File: src/rtl/ecu_pkg.sv
package ecu_pkg;
  typedef enum logic [1:0] {
    EDGE_OFF  = 2'd0,
    EDGE_RISE = 2'd1,
    EDGE_FALL = 2'd2,
    EDGE_ANY  = 2'd3
  } edge_mode_e;

  localparam logic [7:0] VAL_BASE  = 8'h10;
  localparam logic [7:0] EDGE_BASE = 8'h30;
  localparam logic [7:0] CTRL_ADDR = 8'h50;
  localparam logic [7:0] IE_ADDR   = 8'h54;
  localparam logic [7:0] STAT_ADDR = 8'h58;
  localparam logic [7:0] ACK_ADDR  = 8'h5C;
  localparam int         RUN_BIT   = 10;
  localparam int         PSC_LSB   = 4;
endpackage

File: src/rtl/ecu_timebase.sv
module ecu_timebase #(
  parameter int PSW = 5,
  parameter int TSW = 32
) (
  input  logic           clk,
  input  logic           rst,
  input  logic           run,
  input  logic [PSW-1:0] psc,
  output logic [TSW-1:0] ts
);
  logic [PSW-1:0] div_q;

  always_ff @(posedge clk) begin
    if (rst || !run) begin
      div_q <= '0;
      ts    <= '0;
    end else if (div_q == psc) begin
      div_q <= '0;
      ts    <= ts + 1'b1;
    end else begin
      div_q <= div_q + 1'b1;
    end
  end
endmodule

File: src/rtl/ecu_channel.sv
module ecu_channel
  import ecu_pkg::*;
#(
  parameter int TSW = 32
) (
  input  logic           clk,
  input  logic           rst,
  input  logic           pin,
  input  logic           run,
  input  logic [1:0]     mode,
  input  logic [TSW-1:0] ts,
  input  logic           ack,
  output logic [TSW-1:0] value,
  output logic           pend
);
  logic s1, s2, s3;
  logic rise, fall, hit;

  always_ff @(posedge clk) begin
    if (rst) begin
      s1 <= 1'b0;
      s2 <= 1'b0;
      s3 <= 1'b0;
    end else begin
      s1 <= pin;
      s2 <= s1;
      s3 <= s2;
    end
  end

  assign rise = s2 & ~s3;
  assign fall = ~s2 & s3;

  always_comb begin
    case (edge_mode_e'(mode))
      EDGE_RISE: hit = rise;
      EDGE_FALL: hit = fall;
      EDGE_ANY:  hit = rise | fall;
      default:   hit = 1'b0;
    endcase
    hit = hit & run;
  end

  always_ff @(posedge clk) begin
    if (rst) begin
      value <= '0;
      pend  <= 1'b0;
    end else begin
      if (hit) value <= ts;
      if (hit)      pend <= 1'b1;
      else if (ack) pend <= 1'b0;
    end
  end
endmodule

File: src/rtl/edge_capture_unit.sv
module edge_capture_unit
  import ecu_pkg::*;
#(
  parameter int NCH = 4,
  parameter int PSW = 5,
  parameter int TSW = 32
) (
  input  logic           clk,
  input  logic           rst,
  input  logic [NCH-1:0] cap_in,
  input  logic           reg_wr,
  input  logic [7:0]     reg_addr,
  input  logic [31:0]    reg_wdata,
  output logic [31:0]    reg_rdata,
  output logic           irq_o
);
  localparam int PSC_MSB = PSC_LSB + PSW - 1;

  logic           en_q;
  logic [PSW-1:0] psc_q;
  logic [NCH-1:0] ie_q;
  logic [1:0]     mode_q [NCH];
  logic [TSW-1:0] ts;
  logic [TSW-1:0] val_w  [NCH];
  logic [NCH-1:0] stat_all;
  logic [NCH-1:0] ack_v;
  logic [31:0]    rd_d;

  always_ff @(posedge clk) begin
    if (rst) begin
      en_q  <= 1'b0;
      psc_q <= '0;
      ie_q  <= '0;
      for (int i = 0; i < NCH; i++) mode_q[i] <= 2'b00;
    end else if (reg_wr) begin
      if (reg_addr == CTRL_ADDR) begin
        en_q  <= reg_wdata[RUN_BIT];
        psc_q <= reg_wdata[PSC_MSB:PSC_LSB];
      end
      if (reg_addr == IE_ADDR) ie_q <= reg_wdata[NCH:1];
      for (int i = 0; i < NCH; i++)
        if (reg_addr == 8'(EDGE_BASE + 4 * i)) mode_q[i] <= reg_wdata[1:0];
    end
  end

  always_comb begin
    for (int i = 0; i < NCH; i++)
      ack_v[i] = reg_wr && (reg_addr == ACK_ADDR) && reg_wdata[i+1];
  end

  ecu_timebase #(.PSW(PSW), .TSW(TSW)) u_tb (
    .clk(clk), .rst(rst), .run(en_q), .psc(psc_q), .ts(ts)
  );

  for (genvar g = 0; g < NCH; g++) begin : g_ch
    ecu_channel #(.TSW(TSW)) u_ch (
      .clk  (clk),
      .rst  (rst),
      .pin  (cap_in[g]),
      .run  (en_q),
      .mode (mode_q[g]),
      .ts   (ts),
      .ack  (ack_v[g]),
      .value(val_w[g]),
      .pend (stat_all[g])
    );
  end

  always_comb begin
    rd_d = '0;
    if (reg_addr == CTRL_ADDR) begin
      rd_d[RUN_BIT]         = en_q;
      rd_d[PSC_MSB:PSC_LSB] = psc_q;
    end
    if (reg_addr == IE_ADDR)   rd_d[NCH:1] = ie_q;
    if (reg_addr == STAT_ADDR) rd_d[NCH:1] = stat_all;
    for (int i = 0; i < NCH; i++) begin
      if (reg_addr == 8'(VAL_BASE + 4 * i))  rd_d[TSW-1:0] = val_w[i];
      if (reg_addr == 8'(EDGE_BASE + 4 * i)) rd_d[1:0]     = mode_q[i];
    end
  end

  always_ff @(posedge clk) begin
    if (rst) begin
      reg_rdata <= '0;
      irq_o     <= 1'b0;
    end else begin
      reg_rdata <= rd_d;
      irq_o     <= |(stat_all & ie_q);
    end
  end
endmodule

File: config.mk
export PLATFORM = sky130hd
export DESIGN_NAME = edge_capture_unit
export DESIGN_NICKNAME = d
export VERILOG_FILES = /design/src/rtl/ecu_pkg.sv /design/src/rtl/ecu_timebase.sv /design/src/rtl/ecu_channel.sv /design/src/rtl/edge_capture_unit.sv
export SDC_FILE = /design/constraint.sdc
export NUM_CORES = 1
export LEC_CHECK = 0
export ABC_AREA = 1
export BUFFER_PORTS_ARGS = -buffer_cell sky130_fd_sc_hd__clkbuf_2
export CORE_ASPECT_RATIO = 1.25
export CORE_MARGIN = 1
export CORE_UTILIZATION = 59
export DETAILED_ROUTE_END_ITERATION = 10
export HOLD_SLACK_MARGIN = 0.03
export PLACE_DENSITY = 0.79
export SLEW_MARGIN = 20
export SYNTH_ARGS = -nofsm -noshare
export SYNTH_HDL_FRONTEND = slang
export SYNTH_SLANG_ARGS = --single-unit
File: constraint.sdc
create_clock -name clk -period 2 [get_ports clk]
set_input_delay 0.2 -clock clk [delete_from_list [all_inputs] [get_ports clk]]
set_output_delay 0.2 -clock clk [all_outputs]
set_load 0.02 [all_outputs]
==> results_dict.tcl, run 1 <==
set metrics [dict create \
    hpwl_mm 16.1 \
    synth_nets 1335 \
    critPathSlowestCell "dfxtp_1" \
    end_kind "flip-flop" \
    worstPathMaxFanout 9 \
    die_h_um 145 \
    syn_to_final_growth_pct 15.4 \
    clk_pin_slew_ns 0.07 \
    cts_sinks 232 \
    drtIter0Drc 705 \
    std_cell_rows 52 \
    yosysSeqAreaShare 0.488 \
    syn_area_per_cell_um2 7.57 \
    port_buffers 57 \
    core_um2 16100 \
    grt_pass1_vias 8385 \
    ys_ff_latch 232 \
    n_antenna_cell 0 \
    cts_made_buffers 23 \
    p_per_area_nw_per_um2 823 \
    crit_chain "inv_2, nor3_4, nand2_2, nor2_1, nand2_1, xor2_1, nand2_1, a21oi_1" \
    groute.usage.overall 0.302 \
    place_area_um2 10300 \
    synth-edff-count 8 \
    clock_latency_ns 0.52 \
    path_class "reg2reg" \
    holdWs_ns 0.0552 \
    syn_inst 1278 \
    status "completed" \
    async_reset_ff_frac 0 \
    use_met3 0.0514 \
    antenna_found_initial 0 \
    synth_area_leader_cell "dfxtp_1" \
    gr-usage-met1 0.374 \
    finalSetupViolCount 0 \
    slowest_delay_ns 0.44 \
    start_util 0.600 \
    path_common_cell "nand2_1" \
    synthTopCellsByCount "dfxtp_1, nand2_1, a21oi_1, o21ai_0, nor2_1" \
    ant_nets 0 \
    power.leakage_nw 4.27 \
    synth_area_um2 9680 \
    hp-class "in2reg" \
    drive_gt1_frac 0.120 \
    pin_count 80 \
    vdd_drop_max_mv 0.577 \
    ctsHtreeMaxLevel 1 \
    synthDistinctLibCells 31 \
    rsz0062_at_grt "no" \
    dpl.cell_count 1511 \
    place_ws_ns 0.279 \
    p_total_mw 9.19 \
    fin_util 0.692 \
    maxCapViolCount 0 \
    skew_ns 0.0220 \
    grt_pass1_wl_mm 40.7 \
    drc 0 \
    yosys_warnings 0 \
    worstPathArrival_ns 2.15 \
    grt_start_max_net_pins 122 \
    worstPathRequired_ns 2.38 \
    synth_ff_type "dfxtp_1" \
    post-route-period-util 0.884 \
    final_area_um2 11200 \
    wirelength_mm 25.0 \
    via_per_inst 5.62 \
    final_cells 1562 \
    die-area_um2 16900 \
    cts_tree "yes" \
    maxSlewHeadroom 0.627 \
    root_buffer "clkbuf_16" \
    grt_overflow 0 \
    min_period_ns 1.77 \
    fmax_mhz 565 \
    ys_top_cells_by_area "dfxtp_1, a21oi_1, o21ai_0, nand2_1, nor2_1" \
    yosysTopAreaCellShare 0.463 \
    setup_ws_ns 0.231 \
    synthMostInstantiatedCell "dfxtp_1" \
    dr.pass1.iters 5 \
    chipWidth_um 117 \
    hold_violations 0 \
    tns_ns 0 \
    nets 1389 \
    num_vias 8781 \
    met2_usage 0.515 \
    fillers 1313 \
    ctsLongestPathBuffers 3 \
    worst_pin_slew_ns 0.559 \
    busiest_layer "met2" \
    place.gp.congestion 0.951 \
    routedWlPerCell_um 16.0 \
    drv_slew 0 \
    cp-start-kind "flip-flop" \
    post_cts_buffers 0 \
]
[report_power, final]
part	internal [mW]	switching (mW)	total, mW
Clock	2.53	1.75	4.27
Combinational	0.0868	0.149	0.236
Sequential	4.67	0.0145	4.68
[final cells by class]
| type | instances | area, um2 | share of cell area |
|---|---|---|---|
| sequential | 232 | 4720 | 0.423 |
| multi-input combinational | 858 | 4210 | 0.377 |
| timing repair buffer | 105 | 788 | 0.0706 |
| clock buffer | 31 | 687 | 0.0615 |
| inverter | 112 | 422 | 0.0378 |
| tap | 216 | 270 | 0.0242 |
| clock inverter | 8 | 68.8 | 0.00616 |
[state kept, by name, summed over array words and instances, names as in the netlist, 5 cells and up]
| register | count |
|---|---|
| psc_q | 5 |
| u_tb.div_q | 5 |
| u_tb.ts | 32 |
| reg_rdata | 32 |
| mode_q | 8 |
| g_ch.u_ch.value | 128 |
[cell usage in the layout (no fill, tap or decap), types with 2 or more instances in the layout]
cell,instances
edfxtp_1,8
nand2_2,2
buf_12,9
a221oi_1,3
clkbuf_16,24
dfxtp_1,224
nor3_2,8
a21oi_1,174
o22ai_1,10
nand2_1,202
clkinv_2,7
nor3_1,19
clkbuf_8,6
nand3_1,23
nor3_4,4
nand3_2,2
o21ai_0,167
xnor2_1,6
a31oi_1,21
o211ai_1,7
inv_2,10
clkbuf_2,57
xor2_1,24
ha_1,10
nand4_1,7
clkinv_1,2
buf_4,27
dlygate4sd3_1,12
nor2_2,3
inv_1,99
nor2_1,164
[worst max-delay path, delay by kind of cell (launching register included)]
kind / cells / cell delay [ns]
buffers and inverters: 1 / 0.17
AO/OA/AOI/OAI: 1 / 0.05
flip-flops: 1 / 0.44
AND/OR/NAND/NOR: 5 / 0.81
XOR/XNOR: 1 / 0.15
[metal layers]
layer / vias to the layer above / share of wire
li1: 4319 / -
met1: 4071 / 0.41
met2: 325 / 0.49
met3: 66 / 0.072
met4: 0 / 0.030
met5: - / 0
[repair_timing]
item                                   CTS  global route
hold buffers                            12             0
gates resized for setup                  0             0
endpoints found under the hold margin   13             0
[cells by family (layout without fill, tap and decap cells)]
kind of cell,Yosys count,after routing,synth area share
compound gates,383,383,0.205
xor+xnor,30,30,0.0271
fa+ha+maj,10,10,0.0129
buf+inv,188,256,0.0774
flops,232,232,0.488
simple gates,435,435,0.189
[path summary, 6_finish.rpt]
kind	start	to	slack, ns	cells after the start
max	u_tb.ts[3]	u_tb.ts[31]	0.23	8
min	reg_wdata[3]	ie_q[2]	0.06	3
max reg2reg	u_tb.ts[3]	u_tb.ts[31]	0.23	8
min reg2reg	g_ch[0].u_ch.s1	g_ch[0].u_ch.s2	0.41	2
Power figures use the tool's default switching activity.
==> run 2: changes to the inputs <==
- PLACE_DENSITY: 0.79 -> 0.81
==> run 2 against run 1 <==
  * Routed wire length increased by 0.26%
  * Count of clock-buffer cells in the layout decreased by 1
  * Worst setup slack improved by 0.037 ns
  * Register-to-register slack improved by 0.04 ns
  * Sequential cell count unchanged
  * Clock power shrank 2%
  * Final area down 0.16%
  * Sequential power about the same
  * First-iteration DRC count down 6.5%
  * Highest routed layer unchanged
==> results_dict.tcl, run 2 (same netlist as run 1, synthesis figures left out) <==
set metrics [dict create \
    final_cell_mix "dfxtp_1, nand2_1, a21oi_1" \
    status "completed" \
    n_antenna_cell 0 \
    switching_share 0.211 \
    min_path_cells 3 \
    die_h_um 145 \
    port_buffers 57 \
    worstPathRequired_ns 2.37 \
    drtIter0Drc 659 \
    place_ws_ns 0.264 \
    final_cells 1565 \
    nets 1391 \
    seq_power_share 0.514 \
    dr.pass1.iters 4 \
    post-route-period-util 0.866 \
    min_period_ns 1.73 \
    ctsLongestPathBuffers 3 \
    fillers 1335 \
    clock_latency_ns 0.51 \
    pin_count 80 \
    holdPathEnd "mode_q[3][0]" \
    end_kind "flip-flop" \
    start_util 0.600 \
    reg2reg_depth 8 \
    root_buffer "clkbuf_16" \
    drc 0 \
    grt_pass1_wl_mm 40.0 \
    maxCapViolCount 0 \
    finalSetupViolCount 0 \
    groute.usage.overall 0.299 \
    hold_start "reg_wdata[0]" \
    cp-start-kind "flip-flop" \
    place.gp.congestion 0.939 \
    skew_ns 0.0181 \
    core_um2 16100 \
    cts_sinks 232 \
    layout_commonest_cell "dfxtp_1" \
    power.leakage_nw 4.25 \
    clk_pin_slew_ns 0.06 \
    hp-class "in2reg" \
    largest_reg_flops 128 \
    hpwl_mm 16.2 \
    worst_pin_slew_ns 0.579 \
    cts_made_buffers 23 \
    dpl.cell_count 1512 \
    largest-register "g_ch.u_ch.value" \
    vdd_drop_max_mv 0.697 \
    p_clk_frac 0.459 \
    wirelength_mm 25.0 \
    largestRegisters "g_ch.u_ch.value (128), reg_rdata (32), u_tb.ts (32)" \
    grt_pass1_vias 8247 \
    ant_nets 0 \
    rsz0062_at_grt "no" \
    path_class "reg2reg" \
    routedWlPerCell_um 16.0 \
    worstPathArrival_ns 2.10 \
    p_total_mw 9.11 \
    ctsHtreeMaxLevel 1 \
    antenna_found_initial 0 \
    drive_gt1_frac 0.119 \
    die-area_um2 16900 \
    power.internal_mw 7.18 \
    hold_violations 0 \
    num_vias 8783 \
    combPwrFrac 0.026 \
    r2r-end "u_tb.ts[31]" \
    p_per_area_nw_per_um2 817 \
    cts_tree "yes" \
    drv_slew 0 \
    via_per_inst 5.61 \
    setup_ws_ns 0.268 \
    fmax_mhz 577 \
    post_cts_buffers 0 \
    power_switching_mw 1.92 \
    tns_ns 0 \
    std_cell_rows 52 \
    grt_start_max_net_pins 101 \
    maxSlewHeadroom 0.613 \
    chipWidth_um 117 \
    r2r_start "u_tb.ts[3]" \
    syn_to_final_growth_pct 15.2 \
    worstPathMaxFanout 9 \
    grt_overflow 0 \
    rrSetupSlack_ns 0.27 \
]
[run 2: changes by cell type in the layout (fill, tap and decap cells not counted)]
cell,previous run,this run
dlygate4sd3_1,12,13
clkinvlp_4,0,2
inv_6,1,0
clkbuf_8,6,3
clkbuf_1,1,3
clkinv_2,7,8
buf_12,9,8
buf_4,27,29
[run 2: critical path: stages, from the launching register on]
cell and delay, ns:
dfxtp_1 0.41, inv_2 0.16, nor3_4 0.25, nand2_2 0.11, nor2_1 0.26, nand2_1 0.14
xor2_1 0.16, nand2_1 0.07, a21oi_1 0.06
[run 2: how the worst max path moves through the flow]
| stage | startpoint | cells past startpoint | endpoint |
|---|---|---|---|
| floorplan | g_ch[0].u_ch.s3 | 9 | g_ch[0].u_ch.value[10] |
| global placement | reg_addr[2] | 9 | reg_rdata[18] |
| detailed placement | reg_addr[2] | 9 | reg_rdata[22] |
| CTS | g_ch[2].u_ch.s3 | 10 | g_ch[2].u_ch.value[4] |
| global route | g_ch[2].u_ch.s3 | 10 | g_ch[2].u_ch.value[4] |
| finish | u_tb.ts[3] | 8 | u_tb.ts[31] |
[run 2: metrics by stage]
step | area [um2] | utilization | hold slack, ns
floorplan | 9680 | - | 0.307
global placement | 10300 | 0.638 | 0.397
detailed placement | 10300 | 0.638 | 0.401
CTS | 11200 | 0.691 | 0.0540
global route | 11200 | 0.691 | 0.0607
finish | 11200 | 0.691 | 0.0714
[run 2: final cells by class]
type / count / area [um2] / area share
clock buffer: 30 / 653 / 0.0586
clock inverter: 10 / 80.1 / 0.00718
inverter: 112 / 422 / 0.0378
multi-input combinational: 858 / 4210 / 0.377
sequential: 232 / 4720 / 0.424
tap: 216 / 270 / 0.0242
timing repair buffer: 107 / 793 / 0.0711
[run 2: metal layers]
layer / routed length [um] / part of all wire / GRT usage / up-vias
met5: 0 / 0 / 0 / -
met4: 702 / 0.028 / 0.111 / 0
met3: 1730 / 0.069 / 0.0459 / 64
met2: 12400 / 0.49 / 0.512 / 328
met1: 10200 / 0.41 / 0.375 / 4061
li1: - / - / - / 4330
[run 2: timing repair]
| action | CTS | global route |
|---|---|---|
| hold endpoints to repair | 14 | 0 |
| resized for setup | 0 | 0 |
| hold buffers | 13 | 0 |
| setup endpoints to repair | 0 | 0 |
[run 2: power groups by stage]
| stage | Clock, mW | Sequential [mW] | Combinational, mW |
|---|---|---|---|
| final | 4.18 | 4.68 | 0.241 |
| after global routing | 4.45 | 4.68 | 0.272 |
| after CTS | 4.23 | 4.68 | 0.237 |
| after detailed placement | 0 | 4.79 | 0.214 |
| after global placement | 0 | 4.78 | 0.209 |
| after floorplan | 0 | 4.78 | 0.141 |
